$ cat src/rtl/tmr_pkg.sv
// Package: shared types and constants for the interval timer.
// Assumes a 16-bit bus and a four-bit prescale code.
package tmr_pkg;

    localparam int PSEL_W = 4;
    localparam int ADDR_W = 2;

    localparam logic [ADDR_W-1:0] A_CTL    = 2'd0;
    localparam logic [ADDR_W-1:0] A_PERIOD = 2'd1;
    localparam logic [ADDR_W-1:0] A_COUNT  = 2'd2;

    // Control word, packed so that bit 6 is halt and bits 3..0 are the code.
    typedef struct packed {
        logic              halt;
        logic              repeat_mode;
        logic              count_en;
        logic [PSEL_W-1:0] psel;
    } ctl_t;

    localparam int CTL_W = $bits(ctl_t);

endpackage

$ cat src/rtl/tmr_regs.sv
// Module: tmr_regs
// Holds the control word and the period. Decodes bus writes and muxes the
// read data. Flags a prescale-code change so the prescaler can restart.
// Assumes single-cycle writes, with read data sampled combinationally.
module tmr_regs
    import tmr_pkg::*;
#(
    parameter int DATA_W = 16
) (
    input  logic              clk,
    input  logic              rst_n,
    input  logic              wr_en,
    input  logic [ADDR_W-1:0] addr,
    input  logic [DATA_W-1:0] wdata,
    input  logic [DATA_W-1:0] count_q,
    output ctl_t              ctl_q,
    output logic [DATA_W-1:0] period_q,
    output logic              psel_restart,
    output logic              cnt_load,
    output logic [DATA_W-1:0] rdata
);

    localparam int PAD_W = DATA_W - CTL_W;

    logic wr_ctl;
    logic wr_period;

    // Write-address decode.
    always_comb begin
        wr_ctl    = wr_en && (addr == A_CTL);
        wr_period = wr_en && (addr == A_PERIOD);
        cnt_load  = wr_en && (addr == A_COUNT);
    end

    // Prescale restart when a control write changes the code.
    always_comb begin
        psel_restart = wr_ctl && (wdata[PSEL_W-1:0] != ctl_q.psel);
    end

    // Control register; only the defined low bits are stored.
    always_ff @(posedge clk) begin
        if (!rst_n)
            ctl_q <= '0;
        else if (wr_ctl)
            ctl_q <= ctl_t'(wdata[CTL_W-1:0]);
    end

    // Period register, used only at reload time.
    always_ff @(posedge clk) begin
        if (!rst_n)
            period_q <= '0;
        else if (wr_period)
            period_q <= wdata;
    end

    // Read multiplexer; reserved bits and the unused address read zero.
    always_comb begin
        unique case (addr)
            A_CTL:    rdata = {{PAD_W{1'b0}}, ctl_q};
            A_PERIOD: rdata = period_q;
            A_COUNT:  rdata = count_q;
            default:  rdata = '0;
        endcase
    end

    // period only moves on its own write.
    a_r9_period_hold: assert property (@(posedge clk) disable iff (!rst_n)
        !wr_period |=> $stable(period_q));

    // control only moves on a control write.
    a_r1_ctl_hold: assert property (@(posedge clk) disable iff (!rst_n)
        !wr_ctl |=> $stable(ctl_q));

endmodule

$ cat src/rtl/tmr_prescaler.sv
// Module: tmr_prescaler
// A power-of-two clock divider. It emits a one-cycle tick every
// 2^(psel+1) cycles. Halt freezes its phase, and restart zeroes it.
// Assumes PSEL_W is small enough that 2^PSEL_W phase bits are cheap.
module tmr_prescaler
    import tmr_pkg::*;
#(
    parameter int SEL_W = PSEL_W
) (
    input  logic             clk,
    input  logic             rst_n,
    input  logic [SEL_W-1:0] psel,
    input  logic             halt,
    input  logic             restart,
    output logic             tick
);

    localparam int PS_W = 1 << SEL_W;

    logic [PS_W-1:0] ps_q;
    logic [PS_W:0]   lim_wide;
    logic [PS_W-1:0] lim;

    // Terminal phase for the selected division, 2^(psel+1)-1.
    always_comb begin
        lim_wide = ({{PS_W{1'b0}}, 1'b1} << ({1'b0, psel} + 1'b1)) - 1'b1;
        lim      = lim_wide[PS_W-1:0];
    end

    // Tick on the terminal phase while running.
    always_comb begin
        tick = !halt && (ps_q == lim);
    end

    // Phase counter: restart, freeze, wrap or advance.
    always_ff @(posedge clk) begin
        if (!rst_n)
            ps_q <= '0;
        else if (restart)
            ps_q <= '0;
        else if (halt)
            ps_q <= ps_q;
        else if (tick)
            ps_q <= '0;
        else
            ps_q <= ps_q + 1'b1;
    end

    // a tick always starts a fresh interval.
    a_r2_tick_wraps: assert property (@(posedge clk) disable iff (!rst_n)
        tick |=> (ps_q == '0));

    // halt freezes the prescaler phase.
    a_r5_phase_frozen: assert property (@(posedge clk) disable iff (!rst_n)
        (halt && !restart) |=> $stable(ps_q));

    // a code change zeroes the phase.
    a_r10_restart_zero: assert property (@(posedge clk) disable iff (!rst_n)
        restart |=> (ps_q == '0));

endmodule

$ cat src/rtl/tmr_counter.sv
// Module: tmr_counter
// The down counter with stop or repeat handling and a registered interrupt.
// Assumes tick is already gated by halt upstream. A bus load wins over a tick.
module tmr_counter #(
    parameter int CNT_W = 16
) (
    input  logic             clk,
    input  logic             rst_n,
    input  logic             tick,
    input  logic             count_en,
    input  logic             repeat_mode,
    input  logic [CNT_W-1:0] period,
    input  logic             load,
    input  logic [CNT_W-1:0] load_val,
    output logic [CNT_W-1:0] count_q,
    output logic             irq_q
);

    logic             step;
    logic             at_one;
    logic             at_zero;
    logic [CNT_W-1:0] count_nxt;
    logic             irq_nxt;

    // Qualify the tick and classify the current count.
    always_comb begin
        step    = tick && count_en && !load;
        at_one  = (count_q == CNT_W'(1));
        at_zero = (count_q == '0);
    end

    // Next count and interrupt request.
    always_comb begin
        count_nxt = count_q;
        irq_nxt   = 1'b0;
        if (load) begin
            count_nxt = load_val;
        end else if (step) begin
            if (at_one) begin
                count_nxt = repeat_mode ? period : '0;
                irq_nxt   = 1'b1;
            end else if (at_zero) begin
                count_nxt = repeat_mode ? period : count_q;
            end else begin
                count_nxt = count_q - 1'b1;
            end
        end
    end

    // Count and interrupt registers.
    always_ff @(posedge clk) begin
        if (!rst_n) begin
            count_q <= '0;
            irq_q   <= 1'b0;
        end else begin
            count_q <= count_nxt;
            irq_q   <= irq_nxt;
        end
    end

    // the interrupt never lasts two cycles.
    a_r8_single_pulse: assert property (@(posedge clk) disable iff (!rst_n)
        irq_q |=> !irq_q);

    // an interrupt follows a cycle in which the count was one.
    a_r6_irq_from_one: assert property (@(posedge clk) disable iff (!rst_n)
        irq_q |-> ($past(count_q) == CNT_W'(1)));

    // a bus load lands unchanged.
    a_r9_load_lands: assert property (@(posedge clk) disable iff (!rst_n)
        load |=> (count_q == $past(load_val)));

endmodule

$ cat src/rtl/interval_timer.sv
// Module: interval_timer (top)
// Register file, prescaler and down counter wired into a periodic or
// single-shot interrupt source on a single-cycle register bus.
// Assumes synchronous active-low reset and a bus no wider than the count.
module interval_timer
    import tmr_pkg::*;
#(
    parameter int DATA_W = 16
) (
    input  logic              clk,
    input  logic              rst_n,
    input  logic              bus_wr,
    input  logic [1:0]        bus_addr,
    input  logic [DATA_W-1:0] bus_wdata,
    output logic [DATA_W-1:0] bus_rdata,
    output logic              irq_pulse
);

    ctl_t              ctl_q;
    logic [DATA_W-1:0] period_q;
    logic [DATA_W-1:0] count_q;
    logic              psel_restart;
    logic              cnt_load;
    logic              tick;

    tmr_regs #(.DATA_W(DATA_W)) u_regs (
        .clk          (clk),
        .rst_n        (rst_n),
        .wr_en        (bus_wr),
        .addr         (bus_addr),
        .wdata        (bus_wdata),
        .count_q      (count_q),
        .ctl_q        (ctl_q),
        .period_q     (period_q),
        .psel_restart (psel_restart),
        .cnt_load     (cnt_load),
        .rdata        (bus_rdata)
    );

    tmr_prescaler #(.SEL_W(PSEL_W)) u_ps (
        .clk     (clk),
        .rst_n   (rst_n),
        .psel    (ctl_q.psel),
        .halt    (ctl_q.halt),
        .restart (psel_restart),
        .tick    (tick)
    );

    tmr_counter #(.CNT_W(DATA_W)) u_cnt (
        .clk         (clk),
        .rst_n       (rst_n),
        .tick        (tick),
        .count_en    (ctl_q.count_en),
        .repeat_mode (ctl_q.repeat_mode),
        .period      (period_q),
        .load        (cnt_load),
        .load_val    (bus_wdata),
        .count_q     (count_q),
        .irq_q       (irq_pulse)
    );

    // a disabled counter holds its count.
    a_r4_hold_disabled: assert property (@(posedge clk) disable iff (!rst_n)
        (!ctl_q.count_en && !cnt_load) |=> ($stable(count_q) && !irq_pulse));

    // halt freezes the count and silences the interrupt.
    a_r5_halt_count: assert property (@(posedge clk) disable iff (!rst_n)
        (ctl_q.halt && !cnt_load) |=> ($stable(count_q) && !irq_pulse));

    // without a load, the count never rises except by a reload.
    a_r3_no_rise: assert property (@(posedge clk) disable iff (!rst_n)
        (!cnt_load && !ctl_q.repeat_mode) |=> (count_q <= $past(count_q)));

endmodule

$ cat config.mk
export PLATFORM = sky130hd
export DESIGN_NAME = interval_timer
export DESIGN_NICKNAME = d
export VERILOG_FILES = /design/src/rtl/tmr_pkg.sv /design/src/rtl/tmr_regs.sv /design/src/rtl/tmr_prescaler.sv /design/src/rtl/tmr_counter.sv /design/src/rtl/interval_timer.sv
export SDC_FILE = /design/constraint.sdc
export NUM_CORES = 1
export LEC_CHECK = 0
export ABC_AREA = 1
export BUFFER_PORTS_ARGS = -buffer_cell sky130_fd_sc_hd__buf_4
export CAP_MARGIN = 5
export CORE_AREA = 2 2 82 104
export DETAILED_ROUTE_END_ITERATION = 8
export DIE_AREA = 0 0 84 106
export PLACE_DENSITY = 0.8
export SYNTH_ARGS = -nofsm -noshare
export SYNTH_HDL_FRONTEND = slang
export SYNTH_HIERARCHICAL = 1
export SYNTH_SLANG_ARGS = --single-unit
export TNS_END_PERCENT = 5
$ cat constraint.sdc
create_clock -name clk -period 6.85 [get_ports clk]
set_clock_uncertainty 0.15 [all_clocks]
set_input_delay 1.0275 -clock clk [delete_from_list [all_inputs] [get_ports clk]]
set_output_delay 1.0275 -clock clk [all_outputs]
set_load 0.01 [all_outputs]
### After elaboration in Yosys (flattened, before gate mapping)

Cells that the tools add are included.

* add/sub/neg operators: 4
* equality and inequality tests: 6
* shift operators: 1
* muxes and demuxes: 9
* bitwise logic cells: 2
* reduce and logical (&&, ||, !) cells: 15

Operator list (number)
* 16-bit 2-to-1 mux: 7
* 16-bit one-hot mux with 3 select lines: 1
* 16-bit by 1-bit subtractor with 16-bit output (second input constant): 2
* 16-bit by 1-bit adder with 16-bit output (second input constant): 1
* 16-bit by 1-bit == test with 1-bit output (second input constant): 1
* 16-bit == test: 1
* 16-bit zero test: 1
* 1-bit by 5-bit << shifter with 16-bit output (first input constant): 1
* 1-bit logical AND: 7
* 4-bit by 1-bit adder with 5-bit output (second input constant): 1
* 4-bit by 2-bit != test with 1-bit output (second input constant): 1
* 4-bit != test: 1
* 3-bit OR reduction: 1
* 2-bit by 1-bit == test with 1-bit output (second input constant): 1
* 2-bit == test (second input constant): 1
* 1-bit zero test: 2
* 2-bit zero test: 1
* 1-bit inverter: 2
* 2-bit AND reduction: 1
* 2-bit nonzero test: 1
* 2-bit OR reduction: 1
* 1-bit 2-to-1 mux: 1

* register bits: 56
* bits of input ports: 21
* output and inout bits: 17
* word-level logic and storage cells: 45

### Depth between registers and ports, before layout

Gate-level depths: netlist (run 1).

* depth after elaboration: 9
* depth in mapped cells: 23
* mapped depth without buffers: 21

### Modules after synthesis

Netlist (run 1), hierarchy kept.

Modules (own cells, without submodules)
* tmr_counter: instances 1, cells an instance 320, area an instance 1767.9 µm², sequential area each 340.3 µm²
* tmr_prescaler: instances 1, cells an instance 238, area an instance 1391.3 µm², sequential area each 320.3 µm²
* tmr_regs: instances 1, cells an instance 166, area an instance 1118.6 µm², sequential area each 460.4 µm²

### Least setup slack after synthesis (run 1)

OpenSTA, ideal clock, no wires.

* path type: input to output
* start point: input port bus_addr[1]
* end point: output port bus_rdata[0]
* arrival time: 1647 ps
* required time: 5673 ps
* path slack: 4026 ps
* stages on the path: 6
* path buffers: 1
* cells stage by stage: inv_2 -> nand2_1 -> inv_2 -> buf_2 -> nand2_1 -> o211ai_1

* word-level cells in the longest chain between the ends: 2
* elaborated cells on any way between the ends: 4
* classes of those cells: eq/ne: 2; mux: 1; reduce/logical: 1

Ends and longest elaborated chain
* start, declared: line interval_timer.sv:13 `input logic [1:0] bus_addr,`
* 2-bit == test (tied with other cells): line tmr_regs.sv:58 `unique case (addr)`
* 16-bit one-hot mux with 3 select lines *: line tmr_regs.sv:58
* end, declared: line interval_timer.sv:15 `output logic [DATA_W-1:0] bus_rdata,`

Mark *: on every way between the ends. The rest lies on a longest branch, timed or not.

### Worst setup path in the final report (run 1)

* start point: register u_regs/ctl_q[3] (netlist name)
* end point: register u_cnt.count_q[0]

* word-level cells in the longest chain between the ends: 9

Ends and longest elaborated chain
* 4-bit by 1-bit adder with 5-bit output: line tmr_prescaler.sv:26 `lim_wide = ({{PS_W{1'b0}}, 1'b1} << ({1'b0, psel} + 1'b1)) - 1'b1;`
* 1-bit by 5-bit << shifter with 16-bit output: line tmr_prescaler.sv:26
* 16-bit by 1-bit subtractor with 16-bit output: line tmr_prescaler.sv:26
* 16-bit == test: line tmr_prescaler.sv:32 `tick = !halt && (ps_q == lim);`
* 1-bit logical AND: line tmr_prescaler.sv:32
* via tick: line interval_timer.sv:24 `logic tick;`
* 1-bit logical AND (2 in series): line tmr_counter.sv:27 `step = tick && count_en && !load;`
* 2-bit nonzero test (no line)
* 2-bit AND reduction (no line)
* end signal, assigned: line tmr_counter.sv:56 `count_q <= count_nxt;`
* end, declared: line tmr_counter.sv:15 `output logic [CNT_W-1:0] count_q,`

The timed path passes the listed nets, and every way through them passes these cells.
A chain may end at the register's enable or synchronous reset.

==> impl_metrics.json, run 1 <==
{
  "hold_path.class": "reg2reg",
  "antenna_found_initial": 0,
  "cts.repair.resized": 0,
  "grt_pass1_vias": 4398,
  "syn_nets": 750,
  "start_util": 0.534,
  "clkTransAtPathRegs_ns": 0.10,
  "drt-wirelength-per-cell_um": 13.7,
  "synthFlopType": "dfxtp_1",
  "maxSlewViolCount": 0,
  "power_uw": 1510,
  "p_leak_uw": 0.00225,
  "synth_area_per_cell_um2": 5.91,
  "ys_ff_latch": 56,
  "tightest_slew_ns": 0.922,
  "synth_compound_area_frac": 0.0989,
  "cts.sinks": 56,
  "crit_fanout": 26,
  "hpwl_um": 8680,
  "io_buffers": 37,
  "path_class": "reg2reg",
  "finalNetCount": 775,
  "die_y_um": 106,
  "synth_area_leaders": "dfxtp_1, nand2_1, nor2_1, nand3_1, inv_1",
  "async_flop_share": 0,
  "yosysMostFrequentCell": "nand2_1",
  "vias": 4547,
  "run_status": "finished clean",
  "cts_tree": "yes",
  "die_area_um2": 8900,
  "grt_start_max_net_pins": 31,
  "max_slew_margin": 0.385,
  "ios": 38,
  "synth_top_area_cell": "dfxtp_1",
  "coreArea_um2": 8010,
  "rsz0062_at_grt": "false",
  "synth_edf_count": 0,
  "arrival_ns": 3.45,
  "std_cell_rows": 37,
  "cp.required_ns": 6.91,
  "end_kind": "flip-flop",
  "synth_top_family_by_area": "simple AND/OR/NAND/NOR gates",
  "synthToLayoutAreaGrowth_pct": 8.54,
  "cts_buffers": 5,
  "critPathMaxStageDelay_ns": 0.75,
  "grt_pass1_wl_um": 20000,
  "crit_path_start_kind": "flip-flop",
  "hold_ws_ns": 0.376,
  "hold_viol": 0,
  "crit_chain": "inv_2 -> nand3_1 -> ha_1 -> or2_2 -> nand3_1 -> nor2_1 -> nand2_1 -> nor2_1 -> nand2_1 -> nor2_1 -> nand4_2 -> inv_1 -> nand2_1 -> inv_1 -> o21ai_2 -> buf_4 -> inv_1 -> o21ai_0 -> nor2_1",
  "hold_buffers": 0,
  "die_w_um": 84,
  "postCtsSetupBuffers": 0,
  "peakVddDrop_v": 0.000187,
  "h-tree-depth": 2,
  "setup_viol_count_final": 0,
  "clock.fmax_mhz": 295,
  "clockRootBuffer": "clkbuf_8",
  "clockBufferDepth": 2,
  "drcViolationCount": 0,
  "fin_crit_sh": 0.496,
  "synthCells": 724,
  "fin_tns_setup_ns": 0,
  "synth.mux.area_fraction": 0,
  "crit_path_frequent_cell": "nor2_1",
  "synth-xor-area-share": 0.0205,
  "ys.warnings.count": 6,
  "antenna_cells": 0,
  "clk_latency_ns": 0.31,
  "synthAdderAreaFrac": 0.0146,
  "seq_area_frac_synth": 0.262,
  "maxCapViolations": 0,
  "drive_above_1_share": 0.124,
  "syn_area_um2": 4280,
  "antenna_left": 0,
  "ys_top_cells_by_count": "nand2_1, nor2_1, inv_1, nand3_1, dfxtp_1",
  "place_congestion": 0.896,
  "powerDensity_nw_per_um2": 324,
  "synth-simple-area-share": 0.494,
  "grt-ovfl-total": 0,
  "ys_types": 38,
  "synth_top_area_share": 0.262,
  "crit_slowest_cell": "dfxtp_1",
  "vias_per_cell": 5.37,
  "grt_usage": 0.269,
  "wl_um": 11600,
  "firstDrtPassIters": 6,
  "finalCriticalPeriod_ns": 3.39,
  "drtIter0Drc": 274
}
-- worst paths after layout --
check | depth (start not counted) | start | end | slack (ns)
setup / recovery | 19 | u_regs/ctl_q[3] | u_cnt/count_q[0] | 3.46
hold / removal | 2 | u_ps/ps_q[0] | u_ps/ps_q[0] | 0.38
setup reg to reg | 19 | u_regs/ctl_q[3] | u_cnt/count_q[0] | 3.46
hold reg to reg | 2 | u_ps/ps_q[0] | u_ps/ps_q[0] | 0.38
-- kinds of logic (layout without fill, tap and decap cells) --
logic type / count (synthesis) / after routing
other: 1 / 1
buffers and inverters: 108 / 134
AOI/OAI and AO/OA: 73 / 73
DFF: 56 / 56
xor gates and xnor gates: 10 / 10
adders and majority gates: 5 / 5
and+or+nand+nor: 471 / 471
-- through the flow --
stage / cells / utilization / area [um^2] / setup WS [ns]
CTS: 847 / 0.580 / 4640 / 3.43
detailed placement: 839 / 0.569 / 4550 / 3.44
finish: 847 / 0.580 / 4640 / 3.46
floorplan: 724 / - / 4280 / 4.03
global route: 847 / 0.580 / 4640 / 3.05
global placement: 839 / 0.569 / 4550 / 3.49
-- sequential cells by signal, indices dropped and copies added, names as in the netlist --
name,count
u_cnt/count_q,16
u_regs/ctl_q,7
u_cnt/irq_q,1
u_regs/period_q,16
u_ps/ps_q,16
-- layout by cell type, fill, tap and decap left out, types with 2 or more instances in the layout --
master / synthesis / final
a22o_1: 9 / 9
nand2_2: 7 / 7
o211ai_1: 5 / 5
ha_1: 5 / 5
o21ai_0: 27 / 27
nand2_1: 200 / 200
nand4_1: 4 / 4
clkbuf_8: 0 / 6
inv_2: 7 / 7
a21oi_1: 17 / 17
o21ai_1: 10 / 10
dfxtp_1: 56 / 56
nor2_4: 8 / 8
nand3_2: 3 / 3
xor2_1: 9 / 9
nor4_1: 2 / 2
clkbuf_1: 7 / 2
nor3_1: 3 / 3
or2_2: 5 / 5
nand3_1: 80 / 80
buf_4: 2 / 39
nand3b_1: 10 / 10
nor2_2: 13 / 13
inv_1: 80 / 80
nor2_1: 131 / 131
-- area by class of cell --
class	instances	area (um^2)
fill	794	3370
clock buffer	8	90.1
inverter	87	327
timing repair buffer	39	293
sequential	56	1120
multi-input combinational	560	2690
tap	97	121
-- where the power goes --
group / internal [uW] / leakage, uW / switching [uW] / total (uW)
sequential: 353 / 0.000455 / 45.4 / 399
combinational: 334 / 0.00175 / 585 / 919
clock: 82.9 / 0.0000455 / 106 / 189
total: 770 / 0.00225 / 737 / 1510
-- per-layer routing --
metal | global-route usage | vias to the layer above | wire length (um)
li1 | - | 2333 | -
met3 | 0.0272 | 18 | 540
met2 | 0.506 | 147 | 6060
met5 | 0 | - | 0
met4 | 0.0829 | 0 | 231
met1 | 0.318 | 2049 | 4760
-- worst max-delay path, delay by kind of cell (launching register included) --
kind / cells / cell delay [ns]
flops: 1 / 0.75
fa+ha+maj: 1 / 0.24
compound gates: 2 / 0.28
simple gates: 11 / 1.05
buf+inv: 5 / 0.81
Power figures use the tool's default switching activity.
==> inputs of run 2 (changes only) <==
- clock period: 6.85 -> 3.3 ns (I/O delays scaled with it)
==> impl_metrics.json, run 2 (synthesis gave the netlist of run 1 again) <==
{
  "run_status": "finished clean",
  "end_kind": "flip-flop",
  "firstDrtPassIters": 4,
  "finalCriticalPeriod_ns": 2.85,
  "path_class": "reg2reg",
  "grt_pass1_vias": 4313,
  "cts_tree": "yes",
  "vias_per_cell": 5.35,
  "cp.required_ns": 3.40,
  "fin_tns_setup_ns": 0,
  "worstHoldStart": "bus_wdata[7]",
  "antenna_cells": 0,
  "maxCapViolations": 0,
  "h-tree-depth": 2,
  "grt_usage": 0.268,
  "crit_path_frequent_cell": "nand2_1",
  "synthToLayoutAreaGrowth_pct": 8.75,
  "postCtsSetupBuffers": 0,
  "final_cell_mix": "nand2_1, nor2_1, inv_1, nand3_1, dfxtp_1",
  "comb_power_share": 0.620,
  "nFillCells": 807,
  "coreArea_um2": 8010,
  "p_seq_frac": 0.263,
  "vias": 4539,
  "die_w_um": 84,
  "hold_path_end": "u_regs/period_q[7]",
  "drtIter0Drc": 283,
  "grt_pass1_wl_um": 19800,
  "crit_slowest_cell": "dfxtp_1",
  "arrival_ns": 2.94,
  "cts.sinks": 56,
  "final_common_cell": "nand2_1",
  "drt-wirelength-per-cell_um": 13.9,
  "reg_top3": "u_cnt/count_q: 16 flops, u_ps/ps_q: 16 flops, u_regs/period_q: 16 flops",
  "pwr-share-clk": 0.116,
  "clockBufferDepth": 2,
  "die_area_um2": 8900,
  "crit_fanout": 19,
  "hpwl_um": 8740,
  "fin_crit_sh": 0.863,
  "crit_path_start_kind": "flip-flop",
  "max_slew_margin": 0.492,
  "wl_um": 11800,
  "ios": 38,
  "p_leak_uw": 0.00226,
  "die_y_um": 106,
  "tightest_slew_ns": 0.761,
  "sw_frac_of_total": 0.496,
  "p_switching_uw": 1550,
  "clockRootBuffer": "clkbuf_8",
  "std_cell_rows": 37,
  "maxSlewViolCount": 0,
  "hold_path.class": "in2reg",
  "grt-ovfl-total": 0,
  "hold_buffers": 0,
  "powerDensity_nw_per_um2": 669,
  "drcViolationCount": 0,
  "r2r_slack_ns": 0.45,
  "crit_start": "u_regs/ctl_q[1]",
  "clock.fmax_mhz": 351,
  "grt_start_max_net_pins": 31,
  "finalNetCount": 779,
  "p_int_uw": 1570,
  "cts.repair.resized": 0,
  "clk_latency_ns": 0.31,
  "crit_chain": "nor2_1 -> nand3_1 -> ha_1 -> inv_1 -> nand2_1 -> nand2_1 -> nand2_1 -> nand2_1 -> nand2_1 -> nor2_1 -> nand3_1 -> nor2_1 -> nand4_2 -> inv_1 -> nand2_1 -> inv_1 -> o21ai_2 -> buf_4 -> nor2_1 -> nand2_1 -> a21oi_1",
  "io_buffers": 37,
  "critPathMaxStageDelay_ns": 0.38,
  "rsz0062_at_grt": "false",
  "dp_slack_ns": 0.457,
  "antenna_left": 0,
  "rr_worst_depth": 21,
  "antenna_found_initial": 0,
  "peakVddDrop_v": 0.000577,
  "whs_path_depth": 3,
  "setup_viol_count_final": 0,
  "r2r_start": "u_regs/ctl_q[1]",
  "start_util": 0.534,
  "hold_viol": 0,
  "drive_above_1_share": 0.128,
  "worstReg2RegEnd": "u_cnt/count_q[15]",
  "cts_buffers": 5,
  "place_congestion": 1.01,
  "setup_slack_ns": 0.451,
  "clkTransAtPathRegs_ns": 0.10
}
## run 2: cell types whose count changed in the layout (fill, tap and decap cells not counted)
cell	delta
buf_4	+4
clkbuf_1	-2
clkbuf_8	-1
## run 2: per-layer routing
metal,vias up,GRT usage,routed length (um)
met1,2020,0.316,4980
li1,2341,-,-
met5,-,0,0
met3,30,0.0349,604
met4,0,0.103,307
met2,148,0.490,5870
## run 2: final cells by class
type / instances / area, um^2 / area share
multi-input combinational: 560 / 2690 / 0.579
sequential: 56 / 1120 / 0.241
inverter: 87 / 327 / 0.0702
timing repair buffer: 43 / 323 / 0.0694
tap: 97 / 121 / 0.0261
clock buffer: 5 / 68.8 / 0.0148
## run 2: metrics by stage
stage          std cells  instance area (um^2)  hold slack [ns]  total power (uW)  utilization
3_3_place_gp         843                  4580            0.348              2690        0.572
2_1_floorplan        724                  4280            0.308              2360            -
4_1_cts              848                  4650            0.254              3080        0.581
5_1_grt              848                  4650            0.273              3400        0.581
3_5_place_dp         843                  4580            0.363              2720        0.572
6_report             848                  4650            0.261              3110        0.581
## run 2: power by group through the flow
stage	logic (uW)	clock network, uW	registers (uW)
after detailed placement	1890	0	833
final	1930	362	819
after global routing	2180	385	829
after floorplan	1550	0	808
after global placement	1860	0	831
after CTS	1900	367	818
## run 2: worst max-delay path, delay by kind of cell, from the launching register on
family,cells,cell delay [ns]
fa+ha+maj,1,0.23
flops,1,0.38
compound gates,2,0.23
simple gates,14,1.31
buf+inv,4,0.49
## run 2: worst max-delay path by stage
stage	to	slack (ns)	depth (start not counted)
2_1_floorplan	u_cnt/count_q[1]	0.72	18
3_3_place_gp	u_cnt/count_q[14]	0.56	22
3_5_place_dp	u_cnt/count_q[15]	0.46	19
4_1_cts	u_cnt/count_q[15]	0.43	21
5_1_grt	u_cnt/count_q[15]	0.08	21
6_report	u_cnt/count_q[15]	0.45	21
